**src/rtl/uoe_pkg.sv**
```systemverilog
package uoe_pkg;
  // Modular advance of a ring pointer; step never exceeds depth.
  function automatic int unsigned ring_add(int unsigned base, int unsigned step,
                                           int unsigned depth);
    int unsigned s;
    s = base + step;
    if (s >= depth) s = s - depth;
    return s;
  endfunction
endpackage

```
**src/rtl/uoe_byte_store.sv**
```systemverilog
module uoe_byte_store #(
  parameter int DEPTH  = 32,
  parameter int DATA_W = 8,
  localparam int PTR_W = (DEPTH > 1) ? $clog2(DEPTH) : 1
) (
  input  logic              clk,
  input  logic              we,
  input  logic [PTR_W-1:0]  waddr,
  input  logic [DATA_W-1:0] wdata,
  input  logic [PTR_W-1:0]  raddr,
  output logic [DATA_W-1:0] rdata
);
  logic [DATA_W-1:0] mem [DEPTH];

  always_ff @(posedge clk) begin
    if (we) mem[waddr] <= wdata;
  end

  assign rdata = mem[raddr];
endmodule

```
**src/rtl/uoe_len_queue.sv**
```systemverilog
module uoe_len_queue #(
  parameter int ENTRIES = 4,
  parameter int LEN_W   = 6,
  localparam int IDX_W  = (ENTRIES > 1) ? $clog2(ENTRIES) : 1,
  localparam int QC_W   = $clog2(ENTRIES + 1)
) (
  input  logic             clk,
  input  logic             rst_n,
  input  logic             push,
  input  logic [LEN_W-1:0] push_len,
  input  logic             pop,
  output logic [LEN_W-1:0] head,
  output logic [QC_W-1:0]  count,
  output logic             full
);
  localparam logic [QC_W-1:0]  FULL_CNT = QC_W'(ENTRIES);
  localparam logic [IDX_W-1:0] LAST_IDX = IDX_W'(ENTRIES - 1);

  logic [LEN_W-1:0] q [ENTRIES];
  logic [IDX_W-1:0] rd_i, wr_i;

  function automatic logic [IDX_W-1:0] step(input logic [IDX_W-1:0] i);
    return (i == LAST_IDX) ? '0 : i + 1'b1;
  endfunction

  always_ff @(posedge clk) begin
    if (push) q[wr_i] <= push_len;
  end

  always_ff @(posedge clk or negedge rst_n) begin
    if (!rst_n) begin
      rd_i  <= '0;
      wr_i  <= '0;
      count <= '0;
    end else begin
      if (push) wr_i <= step(wr_i);
      if (pop)  rd_i <= step(rd_i);
      count <= count + QC_W'(push) - QC_W'(pop);
    end
  end

  assign full = (count == FULL_CNT);
  assign head = (count != '0) ? q[rd_i] : '0;

  // the producer never pushes into a full queue
  a_r9_no_push_full: assert property (@(posedge clk) disable iff (!rst_n)
    push |-> (!full || pop));
  // every unload removes exactly one record
  a_r7_pop_count: assert property (@(posedge clk) disable iff (!rst_n)
    (pop && !push) |=> (count == $past(count) - 1'b1));
endmodule

```
**src/rtl/uoe_ingress.sv**
```systemverilog
module uoe_ingress #(
  parameter int DEPTH  = 32,
  localparam int PTR_W = (DEPTH > 1) ? $clog2(DEPTH) : 1,
  localparam int CNT_W = $clog2(DEPTH + 1)
) (
  input  logic             clk,
  input  logic             rst_n,
  input  logic             beat,
  input  logic             last,
  input  logic [CNT_W-1:0] fill,
  output logic             we,
  output logic [PTR_W-1:0] waddr,
  output logic             commit,
  output logic [CNT_W-1:0] commit_len
);
  localparam logic [CNT_W:0] DEPTH_X = (CNT_W+1)'(DEPTH);

  logic [PTR_W-1:0] wr_base;
  logic [CNT_W-1:0] stage_cnt;
  logic             stage_bad;
  logic             fits;

  assign fits       = ({1'b0, fill} + {1'b0, stage_cnt}) < DEPTH_X;
  assign we         = beat && fits && !stage_bad;
  assign commit     = we && last;
  assign commit_len = stage_cnt + 1'b1;
  assign waddr      = PTR_W'(uoe_pkg::ring_add(32'(wr_base), 32'(stage_cnt),
                                                 32'(DEPTH)));

  always_ff @(posedge clk or negedge rst_n) begin
    if (!rst_n) begin
      wr_base   <= '0;
      stage_cnt <= '0;
      stage_bad <= 1'b0;
    end else if (beat) begin
      if (last) begin
        stage_cnt <= '0;
        stage_bad <= 1'b0;
        if (commit)
          wr_base <= PTR_W'(uoe_pkg::ring_add(32'(wr_base), 32'(commit_len),
                                              32'(DEPTH)));
      end else if (we) begin
        stage_cnt <= stage_cnt + 1'b1;
      end else begin
        stage_bad <= 1'b1;
      end
    end
  end

  // a committed packet always fits what the buffer can hold
  a_r8_commit_size: assert property (@(posedge clk) disable iff (!rst_n)
    commit |-> (({1'b0, fill} + {1'b0, commit_len}) <= DEPTH_X));
  // a packet that lost a byte is never committed
  a_r8_bad_no_commit: assert property (@(posedge clk) disable iff (!rst_n)
    stage_bad |-> !commit);
endmodule

```
**src/rtl/usb_out_ep_buf.sv**
```systemverilog
module usb_out_ep_buf #(
  parameter int DEPTH    = 32,
  parameter int DATA_W   = 8,
  parameter int MAX_PKTS = 4,
  localparam int PTR_W   = (DEPTH > 1) ? $clog2(DEPTH) : 1,
  localparam int CNT_W   = $clog2(DEPTH + 1),
  localparam int QC_W    = $clog2(MAX_PKTS + 1)
) (
  input  logic              clk,
  input  logic              rst_n,
  input  logic              in_valid,
  output logic              in_ready,
  input  logic [DATA_W-1:0] in_data,
  input  logic              in_last,
  output logic              out_valid,
  input  logic              out_ready,
  output logic [DATA_W-1:0] out_data,
  output logic              pkt_rdy,
  output logic [CNT_W-1:0]  byte_cnt,
  input  logic              auto_clr,
  input  logic [CNT_W-1:0]  max_pkt,
  input  logic              sw_clr
);
  logic [PTR_W-1:0]  rd_ptr, waddr;
  logic [CNT_W-1:0]  fill, took, took_n, head_len, commit_len, consumed;
  logic [QC_W-1:0]   lq_cnt;
  logic [DATA_W-1:0] rdata;
  logic              lq_full, have, beat, we, commit, pop, auto_hit, unload;

  assign beat     = in_valid && in_ready;
  assign in_ready = !lq_full;

  uoe_ingress #(.DEPTH(DEPTH)) u_ingress (
    .clk(clk), .rst_n(rst_n), .beat(beat), .last(in_last), .fill(fill),
    .we(we), .waddr(waddr), .commit(commit), .commit_len(commit_len)
  );

  uoe_byte_store #(.DEPTH(DEPTH), .DATA_W(DATA_W)) u_store (
    .clk(clk), .we(we), .waddr(waddr), .wdata(in_data),
    .raddr(rd_ptr), .rdata(rdata)
  );

  uoe_len_queue #(.ENTRIES(MAX_PKTS), .LEN_W(CNT_W)) u_lens (
    .clk(clk), .rst_n(rst_n), .push(commit), .push_len(commit_len),
    .pop(unload), .head(head_len), .count(lq_cnt), .full(lq_full)
  );

  // Read side: one packet at a time, unloaded by pulse or by size match.
  assign have      = (lq_cnt != '0);
  assign out_valid = have && (took < head_len);
  assign out_data  = out_valid ? rdata : '0;
  assign pop       = out_valid && out_ready;
  assign took_n    = took + CNT_W'(pop);
  assign auto_hit  = auto_clr && pop && (took_n == max_pkt);
  assign unload    = have && (sw_clr || auto_hit);
  assign consumed  = unload ? (head_len - took) : CNT_W'(pop);
  assign pkt_rdy   = have;
  assign byte_cnt  = head_len;

  always_ff @(posedge clk or negedge rst_n) begin
    if (!rst_n) begin
      rd_ptr <= '0;
      fill   <= '0;
      took   <= '0;
    end else begin
      rd_ptr <= PTR_W'(uoe_pkg::ring_add(32'(rd_ptr), 32'(consumed), 32'(DEPTH)));
      fill   <= fill + (commit ? commit_len : '0) - consumed;
      took   <= unload ? '0 : took_n;
    end
  end

  // bytes are offered only while a packet is held
  a_r3_valid_has_pkt: assert property (@(posedge clk) disable iff (!rst_n)
    out_valid |-> pkt_rdy);
  // no packet held means no byte counted in the buffer
  a_r4_idle_empty: assert property (@(posedge clk) disable iff (!rst_n)
    (lq_cnt == '0) |-> (fill == '0));
  // the fill counter never passes the depth
  a_r8_no_overflow: assert property (@(posedge clk) disable iff (!rst_n)
    fill <= CNT_W'(DEPTH));
  // reads never run past the head packet
  a_r5_took_bound: assert property (@(posedge clk) disable iff (!rst_n)
    have |-> (took <= head_len));
  // in manual mode the flag only falls on a clear pulse
  a_r6_manual_hold: assert property (@(posedge clk) disable iff (!rst_n)
    (!auto_clr && !sw_clr && have) |=> pkt_rdy);
endmodule

```
**config.mk**
```make
export PLATFORM = sky130hd
export DESIGN_NAME = usb_out_ep_buf
export DESIGN_NICKNAME = d
export VERILOG_FILES = /design/src/rtl/uoe_pkg.sv /design/src/rtl/uoe_byte_store.sv /design/src/rtl/uoe_len_queue.sv /design/src/rtl/uoe_ingress.sv /design/src/rtl/usb_out_ep_buf.sv
export SDC_FILE = /design/constraint.sdc
export NUM_CORES = 1
export LEC_CHECK = 0
export BUFFER_PORTS_ARGS = -buffer_cell sky130_fd_sc_hd__clkbuf_2
export CORE_MARGIN = 3
export CORE_UTILIZATION = 65
export CTS_BUF_LIST = sky130_fd_sc_hd__clkbuf_4
export CTS_CLUSTER_SIZE = 40
export DETAILED_ROUTE_END_ITERATION = 10
export PLACE_DENSITY = 0.8
export SYNTH_ARGS = -nofsm -noshare
export SYNTH_HDL_FRONTEND = slang
export SYNTH_SLANG_ARGS = --single-unit
```
**constraint.sdc**
```tcl
create_clock -name clk -period 6.9 [get_ports clk]
set_clock_uncertainty 0.1 [all_clocks]
set_input_delay 0.345 -clock clk [delete_from_list [all_inputs] [get_ports clk]]
set_output_delay 0.345 -clock clk [all_outputs]
set_load 0.02 [all_outputs]
```
After elaboration in Yosys (flattened, before gate mapping)
Memories as Yosys holds them, arrays and structs flattened.
Cells that the tools add are included.
- eq/ne operators: 5
- $lt $le $gt $ge: 5
- add/subtract/negate cells: 16
- mux-type cells: 18
- reductions and logical operators: 17
- operators with widths (operator ; count):
    2-to-1 mux 6 bit ; 6
    adder 5 x 6 -> 7 bit ; 3
    greater-or-equal comparator 7 x 6 -> 1 bit, second input constant ; 3
    2-to-1 mux 5 bit ; 3
    subtractor 5 x 1 -> 5 bit, second input constant ; 3
    subtractor 6 bit ; 2
    logical AND 1 bit ; 9
    2-to-1 mux 8 bit ; 1
    adder 6 x 6 -> 7 bit ; 1
    < comparator 7 x 6 -> 1 bit, second input constant ; 1
    adder 6 x 1 -> 6 bit ; 1
    adder 6 x 1 -> 6 bit, second input constant ; 1
    adder 6 bit ; 1
    equality test 6 bit ; 1
    < comparator 6 bit ; 1
    2-to-1 mux 1 bit ; 6
    adder 2 x 1 -> 2 bit, second input constant ; 2
    equality test 2 bit, second input constant ; 2
    2-to-1 mux 2 bit ; 2
    AND reduction 2 bit ; 2
    adder 3 x 1 -> 3 bit ; 1
    equality test 3 bit, second input constant ; 1
    AND reduction 3 bit ; 1
    nonzero test 3 bit ; 1
    5 further kinds ; 6
- memory bits (writable): 280
- input port bits: 21
- flip-flop bits (word level): 36
- output and inout bits: 17
- memories: 2
- logic and storage cells: 72
- memories (name ; depth ; bits a word ; rd ports ; clocked after memory_dff ; wr ports ; line ; source):
    u_store.mem ; 32 ; 8 ; 1 ; 0 ; 1 ; uoe_byte_store.sv:13 ; logic [DATA_W-1:0] mem [DEPTH];
    u_lens.q ; 4 ; 6 ; 1 ; 0 ; 1 ; uoe_len_queue.sv:19 ; logic [LEN_W-1:0] q [ENTRIES];

Longest topological paths before layout
Gate-level depths: netlist (run 1).
- depth in word-level cells: 14
- mapped depth: 33
- depth with buffers taken out: 30

Hierarchy
Synthesis (run 1) repeated with hierarchy kept, for this count alone.
- cells, all modules: 732
- area total of the unflattened synthesis: 13704.4 sq um
- modules (own cells, without submodules) (module ; sequential area each (sq um) ; area each (sq um) ; times used ; cells an instance):
    uoe_byte_store ; 7687.4 ; 9893.2 ; 1 ; 409
    usb_out_ep_buf ; 425.4 ; 1526.5 ; 1 ; 157
    uoe_len_queue ; 895.9 ; 1317.5 ; 1 ; 74
    uoe_ingress ; 300.3 ; 967.2 ; 1 ; 92

Worst setup path before layout (run 1)
Ideal clock, no wire load.
- kind: flip-flop to flip-flop
- from: reg u_lens.rd_i[0]
- to: reg fill[5]
- setup time: 0.129 ns
- buffers on the path: 3
- clock period less this slack: 6.252 ns
- stages on the path, launching flop included: 30
- slack: 0.648 ns
- arrival: 6.023 ns
- data required time: 6.671 ns
- path through: dfrtp_1 clkbuf_1 mux4_2 and2_1 fa_1 a21o_1 a221oi_1 or3_1 buf_6 clkinv_2 nand2_2 inv_1 ha_1 ha_1 xnor2_1 xor2_1 nand4_1 o31a_1 inv_2 buf_6 and2_1 fa_1 inv_1 ha_1 a21o_1 a21oi_1 o21bai_1 a21oi_1 xnor3_1 xnor2_1
- word-level cells in the longest chain between the ends: 12
- elaborated cells on any way between the ends: 14
- classes of those cells: add/sub: 3; order compare: 1; eq/ne: 1; mux: 2; reduce/logical: 6; memory: 1
- ends and longest elaborated chain (what ; line ; source):
    start: declaration ; uoe_len_queue.sv:20 ; logic [IDX_W-1:0] rd_i, wr_i;
    start signal: assignment ; uoe_len_queue.sv:37 ; if (pop) rd_i <= step(rd_i);
    memory read (4 x 6 bit) * ; -- ;
    2-to-1 mux 6 bit * ; uoe_len_queue.sv:43 ; assign head = (count != '0) ? q[rd_i] : '0;
    net byte_cnt[1] ; usb_out_ep_buf.sv:19 ; output logic [CNT_W-1:0] byte_cnt,
    < comparator 6 bit * ; usb_out_ep_buf.sv:50 ; assign out_valid = have && (took < head_len);
    logical AND 1 bit * ; usb_out_ep_buf.sv:50 ;
    net out_valid ; usb_out_ep_buf.sv:15 ; output logic out_valid,
    logical AND 1 bit * ; usb_out_ep_buf.sv:52 ; assign pop = out_valid && out_ready;
    adder 6 x 1 -> 6 bit ; usb_out_ep_buf.sv:53 ; assign took_n = took + CNT_W'(pop);
    equality test 6 bit ; usb_out_ep_buf.sv:54 ; assign auto_hit = auto_clr && pop && (took_n == max_pkt);
    logical AND 1 bit * ; usb_out_ep_buf.sv:54 ;
    logical OR 1 bit * ; usb_out_ep_buf.sv:55 ; assign unload = have && (sw_clr || auto_hit);
    logical AND 1 bit * ; usb_out_ep_buf.sv:55 ;
    net u_lens.pop ; uoe_len_queue.sv:11 ; input logic pop,
    2-to-1 mux 6 bit * ; usb_out_ep_buf.sv:56 ; assign consumed = unload ? (head_len - took) : CNT_W'(pop);
    subtractor 6 bit * ; usb_out_ep_buf.sv:67 ; fill <= fill + (commit ? commit_len : '0) - consumed;
    end signal: assignment ; usb_out_ep_buf.sv:67 ;
    end: declaration ; usb_out_ep_buf.sv:25 ; logic [CNT_W-1:0] fill, took, took_n, head_len, commit_len, consumed;
The timed path passes the listed nets; every way through them passes the cells marked *.
A chain may end at the register's enable or synchronous reset.

Final worst setup path (run 1)
- from: reg u_lens.rd_i[0]
- to: reg fill[5]
- word-level cells in the longest chain between the ends: 12
- elaborated cells on any way between the ends: 14
- classes of those cells: add/sub: 3; order compare: 1; eq/ne: 1; mux: 2; reduce/logical: 6; memory: 1
- ends and longest elaborated chain (what ; line):
    memory read (4 x 6 bit) * ; --
    2-to-1 mux 6 bit * ; uoe_len_queue.sv:43
    < comparator 6 bit ; usb_out_ep_buf.sv:50
    logical AND 1 bit ; usb_out_ep_buf.sv:50
    logical AND 1 bit ; usb_out_ep_buf.sv:52
    adder 6 x 1 -> 6 bit ; usb_out_ep_buf.sv:53
    equality test 6 bit ; usb_out_ep_buf.sv:54
    logical AND 1 bit ; usb_out_ep_buf.sv:54
    logical OR 1 bit ; usb_out_ep_buf.sv:55
    logical AND 1 bit ; usb_out_ep_buf.sv:55
    2-to-1 mux 6 bit * ; usb_out_ep_buf.sv:56
    subtractor 6 bit * ; usb_out_ep_buf.sv:67
Every way passes the cells marked *; elsewhere a longest branch is shown, timed or not.

==> summary.md, run 1 <==
| Metric | Value |
|---|---|
| Synth Instances | 765 |
| Distinct cells, synth | 44 |
| Number of global-route vias before repair | ~8000 |
| TritonCTS clock tree | built |
| Net Sw Frac | 34.89% |
| Clk buf depth | 3 |
| CP endpoint | fill[5] |
| Reg power frac | roughly two fifths |
| Total Nets Final | 930 |
| Post-synthesis compound-gate area fraction | 3.358% |
| Clock Tree Root | clkbuf_4 |
| Area growth, synth to finish | 10.91% |
| Register Area | 9315 um2 |
| Syn_nets | 835 |
| Combinational share of power | 37.4% |
| RSZ-0062 raised after global routing | no |
| Routed vias/inst | approximately 6.1 |
| Worst path required time | 7.32 ns |
| Die Y | 150.7 um |
| First-pass GRT wire length | around 43000 um |
| Lkg Pwr | 0.005401 uW |
| CP max FO | 11 |
| Top_reg_cell synth | edfxtp_1 |
| Most common cell on crit path | ha_1 |
| Antenna Nets Post-Route | 0 |
| Per-cell routed wire length | 22.81 um |
| Number of DRC markers in iteration 0 | 634 |
| IO Pins | 38 |
| Sw power | between 2000 and 2500 uW |
| Gr usage total | between 20% and 30% |
| P per Cell Area | 424.5 nW/um2 |
| R2R cell count | 25 |
| Final core utilization | 74.08% |
| Clock Power Share | between 20 and 25% |
| Crit end category | flop |
| Initial Util | 66.79% |
| Die area | 22700 um2 |
| Hold Vio Cnt, Final | 0 |
| Synth top area share | 61.82% |
| Core footprint | 20360 um2 |
| Area occupied by multi-input gates | a little over 4000 um2 |
| Simple-gate portion of the synthesized area | 4.885% |
| Mux contribution to synthesized area | between 10% and 20% |
| Hold Path Cell Cnt | 4 |
| R2R Path Start | u_lens.rd_i[0] |
| Share of cells above drive strength 1 | between 20 and 30% |
| XOR/XNOR Fraction of Synth Area | under 10% |
| Internal | 4169 uW |
| Worst vdd ir | 222.4 uV |
| Worst Tran Pin Value | 1.136 ns |
| Synth area leader | edfxtp_1 |
| Sequential fraction of the synthesis area | approximately 68% |
| Final setup viols | 0 |
| CTS sink cnt | 316 |
| Via Count | 7297 |
| Achievable Freq | 0.1589 GHz |
| Post-synthesis instance area | 13600 um2 |
| Max incr delay on CP | 0.52 ns |
| Worst path slowest cell | mux4_2 |
| Setup TNS | 0 ns |
| MaxCap Viol Count | 0 |
| Gpl congestion | 0.8670 |
| Clock buffer count from CTS | between 70 and 80 |
| Port Buffers | 37 |
| Largest family of logic cells by synthesized area | multiplexers |
| Worst r2r dst | fill[5] |
| Grt total ovfl | 0 |
| Number of synthesized flops with an enable pin | 280 |
| # DRC | 0 |
| #FFs+latches synth | between 300 and 400 |
| Asr flop ratio synth | 11.39% |
| Status | completed |
| Slew Viols, Final | 0 |
| Initial antenna violation count | 1 |
| Final period utilization | 91.22% |
| Clk_lat worst skew | 0.67 ns |
| Critical setup path kind | flop to flop |
| Syn avg cell area | 17.78 um2 |
| Synth Area in Adders | 5.059% |
| Worst-path clk slew | 0.07 ns |
| Largest net degree at the start of global routing | 64 |
| Filler Cell Count | 1222 |
| Relative max-transition margin | 23.46% |
| H-Tree Depth | 3 |
| Crit path launch type | flop |
| Hold Path Class | input pin to flop |
| Row count | 52 |
| Arr. time, crit path | 6.71 ns |
| Flop2flop setup slack | 0.61 ns |
| Die Wd | 150.7 um |
| Routed Wire Length | 27220 um |
| Setup crit start | u_lens.rd_i[0] |
| Tmin final | 6.294 ns |
| Hpwl dp | 17610 um |
| Synth Warn # | 0 |
| Ranking of synthesized cells by area | edfxtp_1, mux4_2, dfrtp_1 |
| DRT Pass-1 Iters | 5 |
-- per-layer routing --
| layer | GRT usage [%] | vias to the layer above | wire length, um |
|---|---|---|---|
| met5 | 0 | - | 0 |
| met4 | 9.293 | 0 | 614 |
| met3 | 5.479 | 47 | 1846 |
| met2 | 41.83 | 315 | 13910 |
| met1 | 34.27 | 3706 | 10840 |
| li1 | - | 3229 | - |
-- flip-flops by register name, indices dropped and copies added, names as in the netlist --
register and flops:
u_ingress.wr_base 5, rd_ptr 5, u_ingress.stage_cnt 6, u_ingress.stage_bad 1, u_lens.count 3, fill 6
u_lens.q 24, u_lens.rd_i 2, u_store.mem 256, took 6, u_lens.wr_i 2
-- layout make-up --
class / instances / area share, %
antenna: 1 / 0.01659
clock buffer: 119 / 5.922
clock inverter: 23 / 0.8460
inverter: 33 / 0.8294
multi-input combinational: 386 / 26.72
sequential: 316 / 61.75
tap: 270 / 2.239
timing repair buffer: 45 / 1.675
-- synth_stat cells (5+ instances only) --
library cell	number
a211oi_1	18
a21o_1	11
a21oi_1	22
and2_1	16
buf_2	7
clkbuf_1	17
dfrtp_1	36
edfxtp_1	280
fa_1	10
ha_1	39
inv_1	30
mux2i_1	10
mux4_2	77
nand2_1	33
nand2b_1	6
nand3_1	5
nor2_1	52
nor2b_1	11
o21ai_0	12
xnor2_1	26
xor2_1	8
-- worst min path at each step --
| stage | startpoint | to | slack (ns) |
|---|---|---|---|
| 2_1_floorplan | rst_n | fill[0] | -0.05 |
| 3_3_place_gp | u_ingress.stage_bad | u_ingress.stage_bad | 0.38 |
| 3_5_place_dp | u_lens.count[2] | u_lens.count[2] | 0.40 |
| 4_1_cts | sw_clr | took[0] | 0.02 |
| 5_1_grt | sw_clr | took[0] | 0.07 |
| 6_report | sw_clr | took[0] | 0.06 |
-- power groups by stage --
stage	logic, uW	clock network, uW	registers [uW]
2_1_floorplan	1890	0	2330
3_3_place_gp	2260	0	2490
3_5_place_dp	2360	0	2500
4_1_cts	2400	1580	2460
5_1_grt	2610	1690	2490
6_report	2390	1550	2460
-- placed cells by master (no fill, tap or decap), types with 6 or more instances in the layout --
cell type	synthesis	routed
edfxtp_1	280	280
clkbuf_4	0	119
mux4_2	77	77
nor2_1	52	52
ha_1	39	39
clkbuf_2	0	37
nand2_1	33	33
dfrtp_1	36	33
inv_1	30	30
xnor2_1	26	26
a21oi_1	22	22
a211oi_1	18	18
and2_1	16	16
o21ai_0	12	12
clkinv_1	0	12
nor2b_1	11	11
a21o_1	11	11
mux2i_1	10	10
fa_1	10	10
xor2_1	8	8
nand2b_1	6	6
clkinv_2	1	6
-- what timing repair did --
action                                 in CTS  in global routing
resized for setup                           0                  1
setup buffers                               0                  0
endpoints found under the hold margin      43                  0
setup endpoints to repair                   0                  1
hold buffers                                3                  0
-- worst max-delay path, delay by kind of cell (launching register included) --
kind	cells	cell delay, ns
mux	1	0.52
flops	1	0.50
simple gates	8	1.77
xor+xnor	3	0.67
compound gates	5	0.97
buf+inv	4	0.43
fa+ha+maj	4	1.18
-- metrics by stage --
step	area (um2)	cells	total power [uW]	hold WS, ns	worst slack (ns)
6_report	15090	1193	6404	0.05962	0.6060
5_1_grt	15090	1193	6784	0.06893	0.06574
4_1_cts	15080	1192	6440	0.01615	0.4667
3_5_place_dp	14030	1047	4865	0.3987	0.4977
3_3_place_gp	14030	1047	4747	0.3795	0.7625
2_1_floorplan	13600	765	4224	-0.05059	0.6480
-- kinds of logic after synthesis --
kind of cell	count (synthesis)
AND/OR/NAND/NOR	140
flip-flops	316
multiplexers	89
buffers and inverters	63
adder cells (fa/ha/maj)	49
XOR/XNOR	37
AO/OA/AOI/OAI	71
Power figures use the tool's default switching activity.
==> run 2, diff against run 1 <==
--- a/config.mk
+++ b/config.mk
@@ -12,6 +12,7 @@
 export CTS_CLUSTER_SIZE = 40
 export DETAILED_ROUTE_END_ITERATION = 10
 export PLACE_DENSITY = 0.8
+export SLEW_MARGIN = 20
 export SYNTH_ARGS = -nofsm -noshare
 export SYNTH_HDL_FRONTEND = slang
 export SYNTH_SLANG_ARGS = --single-unit
==> constraint.sdc (replaced) <==
create_clock -name clk -period 8.1 [get_ports clk]
set_clock_uncertainty 0.1 [all_clocks]
set_input_delay 0.405 -clock clk [delete_from_list [all_inputs] [get_ports clk]]
set_output_delay 0.405 -clock clk [all_outputs]
set_load 0.02 [all_outputs]
==> run 2 against run 1 <==
  * Clock-buffer cell count fell by 7
  * Routed wire length fell by 0.37%
  * Global-route usage rose by 0.094 points
  * Register-to-register slack gained 0.70 ns
  * Sequential share of layout area is 0.60 points higher
  * First-iteration DRC count rose by 16%
  * Core utilization down 0.72 points
  * Design area shrank 0.97%
  * Critical endpoint unchanged
  * Highest routed layer unchanged
  * Die area stayed put
  * Sequential cell count unchanged
  * Maximum frequency down 7.4%
==> summary.md, run 2 (synthesis results as in run 1) <==
| Metric | Value |
|---|---|
| Gr usage total | 25.53% (+0.094 points) |
| Die area | 22700 um2 (unchanged) |
| Max reg flops | 256 (unchanged) |
| Flop2flop setup slack | 1.30 ns (+0.70 ns) |
| H-Tree Depth | 3 (unchanged) |
| Routed Wire Length | 27120 um (-0.37%) |
| Per-cell routed wire length | 23.06 um (+1.1%) |
| Final setup viols | 0 (unchanged) |
| DRT Pass-1 Iters | 5 (unchanged) |
| Worst path slowest cell | a2111oi_0 |
| Final period utilization | 83.90% (-7.3 points) |
| Register Area | 9314 um2 (about the same) |
| Hold_sp | in_valid |
| Worst-path clk slew | 0.07 ns (about the same) |
| CP max FO | 10 (-1) |
| Final Cell Area | 14940 um2 (-0.97%) |
| Row count | 52 (unchanged) |
| R2R cell count | 24 (-4.0%) |
| CTS sink cnt | 316 (unchanged) |
| P per Cell Area | 356.5 nW/um2 (-16%) |
| Non-filler cells, final | 1176 (-1.4%) |
| Status | completed |
| # DRC | 0 (unchanged) |
| Hold Vio Cnt, Final | 0 (unchanged) |
| Filler Cell Count | 1199 (-1.9%) |
| Grt total ovfl | 0 (unchanged) |
| TritonCTS clock tree | built |
| Clk buf depth | 3 (unchanged) |
| Via Count | 7214 (-1.1%) |
| Core footprint | 20360 um2 (unchanged) |
| R2R Path Start | u_lens.rd_i[0] |
| Crit end category | flop |
| Die Wd | 150.7 um (unchanged) |
| Post-CTS sizing | 0 (unchanged) |
| Area occupied by multi-input gates | 4031 um2 (unchanged) |
| WP buf/inv | 4 (unchanged) |
| First-pass GRT wire length | 43040 um (+0.31%) |
| Number of global-route vias before repair | 7635 (-3.0%) |
| WHS | 0.03758 ns (-0.02204 ns) |
| Port Buffers | 37 (unchanged) |
| Final core utilization | 73.36% (-0.72 points) |
| Max incr delay on CP | 0.70 ns (+0.18 ns) |
| Clk_lat worst skew | 0.66 ns (about the same) |
| Share of cells above drive strength 1 | 26.74% (-1.1 points) |
| Placed cells | 1045 (-0.19%) |
| Hpwl dp | 18020 um (+2.3%) |
| Commonest non-fill, non-tap cell in the layout | edfxtp_1 |
| Slew Viols, Final | 0 (unchanged) |
| MaxCap Viol Count | 0 (unchanged) |
| Die Y | 150.7 um (unchanged) |
| Dpl cell area | 14020 um2 (-0.11%) |
| CP endpoint | fill[5] |
| CP top delay family | adder cells |
| Commonest cells after routing, fill and taps aside | edfxtp_1, clkbuf_4, mux4_2 |
| RSZ-0062 raised after global routing | no |
| Largest net degree at the start of global routing | 51 (-20%) |
| Relative max-transition margin | 30.43% (+7.0 points) |
| Total Nets Final | 925 (-0.54%) |
| Worst vdd ir | 181.4 uV (-18%) |
| Initial Util | 66.79% (unchanged) |
| Number of DRC markers in iteration 0 | 737 (+16%) |
| Lkg Pwr | 0.005319 uW (-1.5%) |
| Area growth, synth to finish | 9.833% |
| Arr. time, crit path | 7.21 ns (+0.50 ns) |
| CP Cell Sequence | mux4_2 > and2_1 > fa_1 > a21o_1 > a221oi_1 > or3_1 > clkinv_2 > nand2_2 > inv_1 > ha_1 > ha_1 > xnor2_1 > and4_1 > nand4_1 > o31a_1 > a2111oi_0 > fa_1 > inv_1 > ha_1 > inv_1 > o21bai_1 > a21oi_1 > xnor3_1 > xnor2_1 |
| Setup crit start | u_lens.rd_i[0] |
| Biggest register | u_store.mem |
| Clock Tree Root | clkbuf_4 |
| Clock buffer count from CTS | 77 (-1.3%) |
| Worst r2r dst | fill[5] |
| Worst Tran Pin Value | 1.043 ns (-0.09259 ns) |
| Initial antenna violation count | 1 (unchanged) |
| Routed vias/inst | 6.134 (+0.29%) |
| Achievable Freq | 0.1471 GHz (-7.4%) |
| Biggest regs | u_store.mem (256), u_lens.q (24) |
| Tmin final | 6.796 ns (+0.5020 ns) |
| Hold Path Class | input pin to flop |
| Worst path required time | 8.52 ns (+1.20 ns) |
| Crit path launch type | flop |
| Gpl congestion | 0.8987 (+3.7%) |
| Setup TNS | 0 ns (unchanged) |
| Antenna Nets Post-Route | 0 (unchanged) |
| Critical setup path kind | flop to flop |
| IO Pins | 38 (unchanged) |
| Stages on the worst setup path | 24 (-4.0%) |
[run 2: cell count changes in the layout (fill, tap and decap cells not counted), moves of 2 or more]
cell / change
clkbuf_4: -7
clkinv_2: -3
buf_4: -2
dlygate4sd3_1: -2
[run 2: area by class of cell]
cell class / count / area share (%)
Multi-Input combinational cell: 386 / 26.98
Clock inverter: 17 / 0.4690
Inverter: 33 / 0.8375
Sequential cell: 316 / 62.35
Timing Repair Buffer: 41 / 1.457
Clock buffer: 112 / 5.628
Antenna cell: 1 / 0.01675
Tap cell: 270 / 2.261
[run 2: where the power goes]
group          internal (uW)  switching (uW)  total [uW]
sequential              1900             203        2110
clock                    631             579        1210
combinational            925            1080        2010
total                   3460            1860        5330
[run 2: what timing repair did]
action	CTS	global route
setup endpoints to repair	0	0
setup buffers	0	0
hold buffers	1	0
endpoints found under the hold margin	36	0
[run 2: how the worst min path moves through the flow]
stage	end	cells past startpoint	slack, ns
global route	u_ingress.stage_bad	3	0.05
CTS	u_ingress.stage_bad	3	0.0005
detailed placement	u_ingress.wr_base[4]	1	0.39
global placement	u_lens.count[2]	1	0.38
floorplan	fill[0]	0	0.009
finish	u_ingress.stage_bad	3	0.04
[run 2: worst reg2reg max path, stage by stage (launching register included)]
cell and delay, ns:
dfrtp_1 0.60, mux4_2 0.55, and2_1 0.23, fa_1 0.47, a21o_1 0.19, a221oi_1 0.24
or3_1 0.40, clkinv_2 0.12, nand2_2 0.10, inv_1 0.04, ha_1 0.19, ha_1 0.32
xnor2_1 0.16, and4_1 0.22, nand4_1 0.08, o31a_1 0.35, a2111oi_0 0.70, fa_1 0.54
inv_1 0.07, ha_1 0.25, inv_1 0.06, o21bai_1 0.07, a21oi_1 0.19, xnor3_1 0.26
xnor2_1 0.15
[run 2: per-stage QoR]
stage	power, uW	setup slack (ns)
after detailed placement	4162	1.279
after floorplan	3598	1.848
final	5325	1.304
after CTS	5375	1.223
after global placement	4060	1.641
after global routing	5655	0.7618
[run 2: routing by layer]
layer | track usage [%] | part of all wire, % | up-vias
met1 | 35.22 | 39 | 3630
met4 | 8.976 | 2.3 | 0
met3 | 4.877 | 7.7 | 42
met5 | 0 | 0 | -
met2 | 41.78 | 51 | 345
li1 | - | - | 3197
==> run 3, diff against run 2 <==
--- a/config.mk
+++ b/config.mk
@@ -5,13 +5,14 @@
 export SDC_FILE = /design/constraint.sdc
 export NUM_CORES = 1
 export LEC_CHECK = 0
+export ABC_AREA = 1
 export BUFFER_PORTS_ARGS = -buffer_cell sky130_fd_sc_hd__clkbuf_2
 export CORE_MARGIN = 3
-export CORE_UTILIZATION = 65
+export CORE_UTILIZATION = 58
 export CTS_BUF_LIST = sky130_fd_sc_hd__clkbuf_4
 export CTS_CLUSTER_SIZE = 40
 export DETAILED_ROUTE_END_ITERATION = 10
-export PLACE_DENSITY = 0.8
+export PLACE_DENSITY = 0.75
 export SLEW_MARGIN = 20
 export SYNTH_ARGS = -nofsm -noshare
 export SYNTH_HDL_FRONTEND = slang
==> constraint.sdc (replaced) <==
create_clock -name clk -period 5.6 [get_ports clk]
set_clock_uncertainty 0.1 [all_clocks]
set_input_delay 0.28 -clock clk [delete_from_list [all_inputs] [get_ports clk]]
set_output_delay 0.28 -clock clk [all_outputs]
set_load 0.02 [all_outputs]
==> run 3 against run 2 <==
  * Worst hold slack improved by 0.094 ns
  * Area after synthesis rose by 4.8%
  * Clock power rose by 65%
  * Register-to-register slack got worse by 0.93 ns
  * Design area rose by 6.2%
  * First-iteration DRC count rose by 39%
  * Sequential power rose by 41%
  * Die area rose by 17%
  * Routed wire length rose by 23%
  * Synthesized cell count rose by 68%
  * Combinational power rose by 100%
  * Global-route usage barely moved
  * Largest cell class unchanged
  * Largest power group is now combinational cells
==> summary.md, run 3 <==
| Metric | Value |
|---|---|
| CP max FO | 8 (-2) |
| Worst vdd ir | 474.0 uV (+160%) |
| WP buf/inv | 3 (-1) |
| Via Count | 10040 (+39%) |
| Asr flop ratio synth | 11.39% (unchanged) |
| Number of DRC markers in iteration 0 | 1024 (+39%) |
| Grt total ovfl | 0 (unchanged) |
| Relative max-transition margin | 28.42% (-2.0 points) |
| Row count | 56 (+7.7%) |
| Initial Util | 59.83% (-7.0 points) |
| Commonest non-fill, non-tap cell in the layout | nand2_1 |
| CTS sink cnt | 316 (unchanged) |
| Hold Vio Cnt, Final | 0 (unchanged) |
| Area occupied by multi-input gates | 4415 um2 (+9.5%) |
| Final period utilization | 93.34% (+9.4 points) |
| CP top delay family | simple AND/OR/NAND/NOR gates |
| Number of global-route vias before repair | 9771 (+28%) |
| Synth top area share | 58.99% (-2.8 points) |
| Post-synthesis instance area | 14250 um2 (+4.8%) |
| Clock Tree Root | clkbuf_4 |
| Worst-path clk slew | 0.07 ns (about the same) |
| Tot Pwr | 9023 uW (+69%) |
| H-Tree Depth | 3 (unchanged) |
| Met2 Use GR | 40.30% (-1.5 points) |
| WHS | 0.1313 ns (+0.09367 ns) |
| Routed vias/inst | 5.733 (-6.5%) |
| Met3 Use GR | 5.799% (+0.92 points) |
| Core footprint | 23820 um2 (+17%) |
| Die Wd | 162.8 um (+8.0%) |
| Clock buffer count from CTS | 81 (+5.2%) |
| Most common library cells after synthesis | nand2_1, edfxtp_1, nand3_1, nor2_1, a21oi_1 |
| Crit path launch type | flop |
| Clk_lat worst skew | 0.69 ns (+0.03 ns) |
| Per-cell routed wire length | 19.04 um (-17%) |
| Routed Wire Length | 33330 um (+23%) |
| Achievable Freq | 0.1913 GHz (+30%) |
| DRT Pass-1 Iters | 5 (unchanged) |
| Synth area leader | edfxtp_1 |
| Syn_nets | 1357 (+63%) |
| Share of cells above drive strength 1 | 15.51% (-11 points) |
| Status | completed |
| TritonCTS clock tree | built |
| Hold Path Class | input pin to flop |
| Worst Tran Pin Value | 1.073 ns (+0.02903 ns) |
| Most common cell on crit path | nand2_1 |
| Worst path required time | 6.08 ns (-2.44 ns) |
| Final setup viols | 0 (unchanged) |
| Top_reg_cell synth | edfxtp_1 |
| Gpl congestion | 0.8783 (-2.3%) |
| Synth Instances | 1287 (+68%) |
| Slew Viols, Final | 0 (unchanged) |
| Register Area | 9316 um2 (about the same) |
| First-pass GRT wire length | 52080 um (+21%) |
| Critical setup path kind | flop to flop |
| Filler Cell Count | 1785 (+49%) |
| #FFs+latches synth | 316 (unchanged) |
| Max incr delay on CP | 0.42 ns (-0.28 ns) |
| Sequential fraction of the synthesis area | 65.31% (-3.1 points) |
| # DRC | 0 (unchanged) |
| Lkg Pwr | 0.006191 uW (+16%) |
| Clk buf depth | 3 (unchanged) |
| Busiest grt layer | met2 |
| Crit end category | flop |
| Distinct cells, synth | 40 (-9.1%) |
| Number of synthesized flops with an enable pin | 280 (unchanged) |
| Die Y | 162.8 um (+8.0%) |
| Total Nets Final | 1439 (+56%) |
| Routing usage on met1 | 35.10% (-0.12 points) |
| Initial antenna violation count | 1 (unchanged) |
| Antenna Nets Post-Route | 0 (unchanged) |
| Commonest cells after routing, fill and taps aside | nand2_1, edfxtp_1, nand3_1 |
| Syn avg cell area | 11.08 um2 (-38%) |
| P per Cell Area | 568.8 nW/um2 (+60%) |
| Max reg flops | 256 (unchanged) |
| Final core utilization | 66.59% (-6.8 points) |
| Largest net degree at the start of global routing | 86 (+69%) |
| Biggest register | u_store.mem |
| Tmin final | 5.227 ns (-1.569 ns) |
| Die area | 26490 um2 (+17%) |
| Area growth, synth to finish | 11.29% |
| Worst path slowest cell | fa_1 |
| Port Buffers | 37 (unchanged) |
| MaxCap Viol Count | 0 (unchanged) |
| Most frequent cell after synthesis | nand2_1 |
| Gr usage total | 25.50% (-0.039 points) |
| Arr. time, crit path | 5.71 ns (-1.50 ns) |
| IO Pins | 38 (unchanged) |
| Synth Warn # | 0 (unchanged) |
| Biggest regs | u_store.mem (256), u_lens.q (24) |
| Hpwl dp | 19910 um (+10%) |
| Ranking of synthesized cells by area | edfxtp_1, nand2_1, dfrtp_1 |
==> run 3: cell count changes in the layout (fill, tap and decap cells not counted), moves of 14 or more <==
cell      before  now
nand3_1        5  147
o21ai_0       11   25
inv_1         30   75
a21oi_1       22   82
a211oi_1      18    0
and2_1        16    0
a22oi_1        0   14
nor2_1        52   85
nand2_1       33  342
xnor2_1       26   10
mux4_2        77    0
==> run 3: logic make-up after synthesis <==
| group | Yosys count | share of synthesized area [%] |
|---|---|---|
| AND/OR/NAND/NOR | 599 | 17.69 |
| flip-flops | 316 | 65.31 |
| AO/OA/AOI/OAI | 158 | 6.601 |
| buffers and inverters | 141 | 4.099 |
| adder cells (fa/ha/maj) | 49 | 4.828 |
| XOR/XNOR | 24 | 1.475 |
==> run 3: layout make-up <==
cell class | instances | area share [%]
multi-input combinational | 830 | 27.84
sequential | 316 | 58.73
clock buffer | 122 | 5.774
antenna | 1 | 0.01578
inverter | 83 | 2.035
clock inverter | 23 | 0.9307
tap | 319 | 2.516
timing repair buffer | 56 | 2.114
timing repair inverter | 1 | 0.04733
==> run 3: final timing paths <==
path	startpoint	endpoint	slack [ns]	depth (start not counted)
worst max-delay path	u_lens.rd_i[0]	fill[5]	0.37	33
max in group asynchronous	rst_n	rd_ptr[0]	4.49	2
worst min register to register	u_ingress.wr_base[4]	u_ingress.wr_base[4]	0.38	1
min in group asynchronous	rst_n	fill[3]	0.19	2
worst max register to register	u_lens.rd_i[0]	fill[5]	0.37	33
worst min-delay path	out_ready	rd_ptr[0]	0.13	6
==> run 3: through the flow <==
stage          setup slack (ns)  TNS [ns]  instances  area, um2
3_5_place_dp             0.1392         0       1592      14630
3_3_place_gp             0.3660         0       1592      14630
5_1_grt                -0.04013  -0.04013       1751      15860
2_1_floorplan            0.4781         0       1287      14250
4_1_cts                  0.1125         0       1741      15730
6_report                 0.3732         0       1751      15860
==> run 3: timing repair <==
item,in CTS,in global routing
hold endpoints to repair,44,0
setup buffers,0,8
setup endpoints to repair,0,5
gates resized for setup,0,19
hold buffers,4,0
==> run 3: where the power goes <==
part	switching (uW)	total [uW]	internal [uW]
sequential	202	2970	2770
clock	914	2000	1090
combinational	2720	4050	1330
==> run 3: worst reg2reg max path, delay by kind of cell (launching register included) <==
| kind | cells | cell delay (ns) |
|---|---|---|
| AO/OA/AOI/OAI | 4 | 0.68 |
| flip-flops | 1 | 0.40 |
| adder cells (fa/ha/maj) | 5 | 1.48 |
| buffers and inverters | 3 | 0.35 |
| XOR/XNOR | 1 | 0.19 |
| AND/OR/NAND/NOR | 20 | 1.91 |
==> run 3: per-layer routing <==
metal | part of all wire, % | vias up
met5 | 0 | -
met4 | 2.0 | 0
met3 | 9.1 | 55
met2 | 48 | 462
met1 | 41 | 4837
li1 | - | 4684
